==> src/rtl/int_mul_pkg.sv <==
// Shared mode encoding for the integer multiplier.
// The numeric codes are decoded from the op_mode port.
package int_mul_pkg;

    typedef enum logic [2:0] {
        MM_BYTE = 3'd0,
        MM_WORD = 3'd1,
        MM_LONG = 3'd2,
        MM_EXT  = 3'd3,
        MM_UMAG = 3'd4,
        MM_PART = 3'd5
    } mul_mode_e;

    localparam int unsigned BYTE_BITS = 8;
    localparam int unsigned WORD_BITS = 16;

endpackage

==> src/rtl/int_mul_sizer.sv <==
// Operand sizer: widens one operand to W+1 bits so that a single signed
// array can serve every mode. Sized signed modes sign-extend from their
// top bit. The unsigned and partial modes zero-extend. Partial mode picks
// the high or low half, as told by take_high.
// Assumes: W is even and at least 16.
module int_mul_sizer
    import int_mul_pkg::*;
#(
    parameter int unsigned W = 32
) (
    input  logic [W-1:0] opnd,
    input  mul_mode_e    mode,
    input  logic         take_high,
    output logic [W:0]   ext
);
    localparam int unsigned HALF = W / 2;

    // Select and extend the operand field for the active mode.
    always_comb begin
        unique case (mode)
            MM_BYTE: ext = {{(W + 1 - BYTE_BITS){opnd[BYTE_BITS-1]}}, opnd[BYTE_BITS-1:0]};
            MM_WORD: ext = {{(W + 1 - WORD_BITS){opnd[WORD_BITS-1]}}, opnd[WORD_BITS-1:0]};
            MM_UMAG: ext = {1'b0, opnd};
            MM_PART: ext = take_high ? {{(HALF + 1){1'b0}}, opnd[W-1:HALF]}
                                     : {{(HALF + 1){1'b0}}, opnd[HALF-1:0]};
            default: ext = {opnd[W-1], opnd};
        endcase
    end

endmodule

==> src/rtl/int_mul_bw_array.sv <==
// Baugh-Wooley signed multiplier for N = W+1 bit operands, with no Booth
// recoding. Each partial-product bit whose weight involves exactly one
// sign bit is inverted, and a correction constant is added. The sum is
// kept modulo 2^(2W): the 2^(2N-1) correction term and the top product
// bit fall outside that width, so only 2^(W+1) remains as the constant.
// Assumes: operands are already sign- or zero-extended to W+1 bits.
module int_mul_bw_array #(
    parameter int unsigned W = 32
) (
    input  logic [W:0]     a,
    input  logic [W:0]     b,
    output logic [2*W-1:0] p
);
    localparam int unsigned N  = W + 1;
    localparam int unsigned PW = 2 * W;
    localparam logic [PW-1:0] BW_CONST = PW'(1) << (W + 1);

    logic [PW-1:0] rows [N];
    logic [PW-1:0] acc  [N+1];

    genvar j;
    generate
        for (j = 0; j < N; j++) begin : g_row
            logic [N-1:0] bits;
            // Form one partial-product row with Baugh-Wooley inversion.
            always_comb begin
                for (int i = 0; i < N; i++) begin
                    bits[i] = (a[i] & b[j]) ^ ((i == N - 1) != (j == N - 1));
                end
            end
            assign rows[j] = {{(PW - N){1'b0}}, bits} << j;
        end
    endgenerate

    assign acc[0] = BW_CONST;

    generate
        for (j = 0; j < N; j++) begin : g_sum
            // Accumulate row j into the running sum.
            assign acc[j+1] = acc[j] + rows[j];
        end
    endgenerate

    assign p = acc[N];

endmodule

==> src/rtl/int_mul_shaper.sv <==
// Result shaper: takes the latched raw product and the latched mode. It
// truncates the result to the mode's width, extends it to the full
// output width, and derives the zero and negative flags from that value.
// Assumes: the raw product is correct modulo 2^(2W).
module int_mul_shaper
    import int_mul_pkg::*;
#(
    parameter int unsigned W = 32
) (
    input  logic [2*W-1:0] raw_q,
    input  mul_mode_e      mode_q,
    output logic [2*W-1:0] product,
    output logic           flag_z,
    output logic           flag_n
);
    localparam int unsigned PW = 2 * W;

    // Truncate and extend the latched product to the mode's result width.
    always_comb begin
        unique case (mode_q)
            MM_BYTE: product = {{(PW - BYTE_BITS){raw_q[BYTE_BITS-1]}}, raw_q[BYTE_BITS-1:0]};
            MM_WORD: product = {{(PW - WORD_BITS){raw_q[WORD_BITS-1]}}, raw_q[WORD_BITS-1:0]};
            MM_LONG: product = {{W{raw_q[W-1]}}, raw_q[W-1:0]};
            MM_PART: product = {{W{1'b0}}, raw_q[W-1:0]};
            default: product = raw_q;
        endcase
    end

    // Derive the flags from the shaped, latched result.
    always_comb begin
        flag_z = (product == '0);
        flag_n = (mode_q == MM_PART) ? product[W-1] : product[PW-1];
    end

endmodule

==> src/rtl/int_mul_flags.sv <==
// Top of the integer multiplier. It decodes the mode, sizes both operands
// combinationally (the operands are not registered), runs the Baugh-Wooley
// array, and latches the raw product and mode when in_valid is high. The
// shaped product and flags come from the latched state, so they change
// only on an edge with in_valid high.
// Assumes: W is even and at least 16.
module int_mul_flags
    import int_mul_pkg::*;
#(
    parameter int unsigned W = 32
) (
    input  logic             clk,
    input  logic             rst_n,
    input  logic             in_valid,
    input  logic [2:0]       op_mode,
    input  logic             beat,
    input  logic [1:0]       cross_sel,
    input  logic [W-1:0]     opa,
    input  logic [W-1:0]     opb,
    output logic             out_valid,
    output logic [2*W-1:0]   product,
    output logic             flag_z,
    output logic             flag_n
);
    localparam int unsigned PW = 2 * W;

    mul_mode_e      mode_d;
    mul_mode_e      mode_q;
    logic           a_high;
    logic           b_high;
    logic [W:0]     a_ext;
    logic [W:0]     b_ext;
    logic [PW-1:0]  raw_d;
    logic [PW-1:0]  raw_q;
    logic           vld_q;

    // Map the mode code to a mode; unused codes act as extended signed.
    always_comb begin
        if (op_mode > 3'd5) mode_d = MM_EXT;
        else                mode_d = mul_mode_e'(op_mode);
    end

    // Pick the operand halves for the partial-product beats.
    always_comb begin
        if (!beat) begin
            a_high = 1'b1;
            b_high = 1'b1;
        end else begin
            a_high = (cross_sel == 2'd0);
            b_high = (cross_sel == 2'd1);
        end
    end

    int_mul_sizer #(.W(W)) u_size_a (
        .opnd      (opa),
        .mode      (mode_d),
        .take_high (a_high),
        .ext       (a_ext)
    );

    int_mul_sizer #(.W(W)) u_size_b (
        .opnd      (opb),
        .mode      (mode_d),
        .take_high (b_high),
        .ext       (b_ext)
    );

    int_mul_bw_array #(.W(W)) u_array (
        .a (a_ext),
        .b (b_ext),
        .p (raw_d)
    );

    // Latch the raw product and mode on a valid request.
    always_ff @(posedge clk) begin
        if (!rst_n) begin
            raw_q  <= '0;
            mode_q <= MM_BYTE;
            vld_q  <= 1'b0;
        end else begin
            vld_q <= in_valid;
            if (in_valid) begin
                raw_q  <= raw_d;
                mode_q <= mode_d;
            end
        end
    end

    int_mul_shaper #(.W(W)) u_shape (
        .raw_q   (raw_q),
        .mode_q  (mode_q),
        .product (product),
        .flag_z  (flag_z),
        .flag_n  (flag_n)
    );

    assign out_valid = vld_q;

endmodule

==> config.mk <==
export PLATFORM = sky130hd
export DESIGN_NAME = int_mul_flags
export DESIGN_NICKNAME = d
export VERILOG_FILES = /design/src/rtl/int_mul_pkg.sv /design/src/rtl/int_mul_sizer.sv /design/src/rtl/int_mul_bw_array.sv /design/src/rtl/int_mul_shaper.sv /design/src/rtl/int_mul_flags.sv
export SDC_FILE = /design/constraint.sdc
export NUM_CORES = 2
export LEC_CHECK = 0
export ABC_AREA = 1
export BUFFER_PORTS_ARGS = -buffer_cell sky130_fd_sc_hd__clkbuf_2
export CORE_MARGIN = 4
export CORE_UTILIZATION = 67
export DETAILED_ROUTE_END_ITERATION = 6
export PLACE_DENSITY = 0.85
export SLEW_MARGIN = 10
export SYNTH_ARGS = -nofsm -noshare
export SYNTH_HDL_FRONTEND = slang
export SYNTH_HIERARCHICAL = 1
export SYNTH_SLANG_ARGS = --single-unit
==> constraint.sdc <==
create_clock -name clk -period 11.6 [get_ports clk]
set_input_delay 2.32 -clock clk [delete_from_list [all_inputs] [get_ports clk]]
set_output_delay 2.32 -clock clk [all_outputs]
set_load 0.05 [all_outputs]
==> run_results.csv <==
group,metric,value,unit
layout,area_growth,2.89,%
synthesis,synth_adder_area_share,53.9,%
clocking,cts_tree,"done",
global_route,grt_overflow,0,
setup_path,regToRegStartpoint,"mode_q[2]",
status,status,"completed",
synthesis,synth_compound_area_share,2.45,%
synthesis,synth_area_per_cell,7.33,sq um
route,wirelength,112000,microns
synthesis,synthSimpleGateAreaFrac,22.8,%
sta,finalCritPeriodShare,93.1,%
route,firstDrtPassIters,7,
floorplanning,dieArea,0.0659,sq mm
synthesis,postSynthCellCount,5651,
floorplanning,rows,90,
sta,rsz0062_at_grt,"no",
setup_path,arrival,11070,ps
setup_path,slowest_delay,1010,ps
route,final_antenna_net_count,0,
floorplanning,ios,140,
sta,fmax,92.6,MHz
setup_path,crit_required,11870,ps
synthesis,post-synth-top-count-cell,"nand2_1",
clocking,htree_levels,3,
global_route,grt_max_degree,71,
synthesis,synth_top_cell_area_share,46.5,%
global_route,antenna_found_initial,0,
clocking,cts_setup_buffers,0,
route,post_drt_wl_per_cell,17.6,microns
synthesis,synth_mux_area_share,0,%
synthesis,synth.largest_area_cell,"fa_1",
synthesis,netlist_top_cells_area,"fa_1 46%, nand2_1 17%, inv_1 13%",
global_route,track_usage,34.9,%
clocking,clock-root-buffer,"clkbuf_16",
synthesis,syn-cell-area,0.0414,sq mm
setup_path,endpoint_kind,"flip-flop",
global_route,grt_pass1_wl,186000,microns
setup_path,crit_buf_inv,8,
clocking,clk_latency,330,ps
min_path,hold_path.class,"reg -> reg",
setup_path,crit_start,"op_mode[1]",
place,dp_cells,6333,
layout,antennaDiodeCount,0,
sta,period_minus_slack,10800,ps
place,gp_congestion,0.987,
sta,fin_setup_tns,0,ps
sta,maxSlewViolCount,0,
sta,finalSetupViolCount,0,
sta,finalHoldViolations,0,
synthesis,synth_edf_count,0,
layout,layout-drive-gt1-share,6.59,%
setup_path,startpoint_type,"primary input",
synthesis,synth_top_family_by_area,"adder cells",
layout,fillCellCount,4955,
route,routed_via_density,5.48,
place,dp_hpwl,95900,microns
synthesis,async_flop_share,0,%
place,port_buffers,139,
clocking,ctsResizeCount,0,
min_path,min_from,"raw_q[8]",
floorplanning,chipHeight,257,microns
route,drtIter0Drc,3130,
synthesis,yosysWarnings,6,
synthesis,synth_nets,6932,
synthesis,synth_common_cells,"1879 x nand2_1, 1475 x inv_1, 962 x fa_1",
setup_path,critical_path.top_delay_family,"adder cells",
synthesis,yosys.cell_types.count,44,
route,drc,0,
flow_run,drv_cap,0,
setup_path,path_class,"in -> reg",
synthesis,ys_seq_elements,68,
sta,tightest_slew,1220,ps
route,num_vias,34800,
setup_path,cpMaxStageDelayCell,"o211ai_1",
clocking,clock_path_buffers,2,
place,dpl_cell_area,0.0423,sq mm
synthesis,synth_xor_xnor_area_share,0.676,%
sta,slew_headroom,18.3,%
synthesis,yosysSeqAreaShare,3.28,%
layout,final_nets,6843,
clocking,clkTransAtPathRegs,60,ps
floorplanning,initial_core_util,68.2,%
layout,fin_cells,6349,
clocking,cts_made_buffers,9,
sta,finalClockSkew,0,ps
floorplanning,core_area,0.0608,sq mm
global_route,grt_pass1_vias,36800,
synthesis,synth_flop_cell,"dfxtp_1",
layout,finish.instance_area,0.0426,sq mm
floorplanning,die_w,257,microns
clocking,holdBufCountCts,0,
setup_path,cp_max_fo,25,
clocking,clock-sinks,68,
## final cells by class
type | instances | area [sq um] | area share [%]
clock inverter | 6 | 70.1 | 0.164
sequential | 68 | 1360 | 3.19
clock buffer | 10 | 229 | 0.537
timing repair buffer | 219 | 1300 | 3.04
inverter | 1495 | 5620 | 13.2
multi-input combinational | 3769 | 33100 | 77.6
tap | 782 | 978 | 2.29
## worst paths after layout
| check | end | slack (ps) | depth (start not counted) |
|---|---|---|---|
| setup / recovery | raw_q[27] | 800 | 32 |
| hold / removal | raw_q[8] | 490 | 2 |
| setup reg to reg | mode_q[2] | 10690 | 2 |
| hold reg to reg | raw_q[8] | 490 | 2 |
## state kept, by name, indices dropped and copies added, names as in the netlist
signal / flops
raw_q: 64
out_valid: 1
mode_q: 3
## cell usage in the layout, fill, tap and decap left out, drive strengths merged
master / Yosys / layout
clkinvlp: 0 / 3
nand4: 40 / 40
clkinv: 1 / 1
o211ai: 14 / 14
nor2: 275 / 275
o21a: 1 / 1
xnor2: 6 / 6
ha: 246 / 246
nand3: 83 / 83
or2: 2 / 2
bufinv: 0 / 1
nand2: 1926 / 1926
o21ai: 113 / 113
dfxtp: 68 / 68
o41ai: 2 / 2
xor2: 26 / 26
a21o: 1 / 1
a41oi: 1 / 1
nor3: 10 / 10
o21bai: 4 / 4
and2: 5 / 5
o31ai: 2 / 2
a21oi: 47 / 47
clkbuf: 275 / 149
inv: 1494 / 1496
and3: 3 / 3
buf: 44 / 80
fa: 962 / 962
## worst register-to-register path: stages (launching register included)
cell and delay (ps):
dfxtp_1 560, nand2_1 100, a21oi_1 170
## metrics by stage
stage	setup WS (ps)	utilization [%]	hold slack [ps]
floorplan	2150	-	453
global placement	743	69.6	475
detailed placement	747	69.6	484
CTS	1040	70.1	499
global route	460	70.1	522
finish	797	70.1	493
## logic make-up after synthesis
logic type      count (synthesis)
fa+ha+maj                    1208
simple gates                 2344
buf+inv                      1814
flops                          68
compound gates                185
xor+xnor                       32
## per-layer routing
layer	track usage (%)	part of all wire, %	up-vias
met5	0	0	-
met4	11.0	3.1	0
met3	6.25	9.8	280
met2	56.9	47	1890
met1	48.3	40	17000
li1	-	-	15700
Power is not shown: default switching activity piles up to over one toggle a cycle in this logic, so the estimate is an artifact.
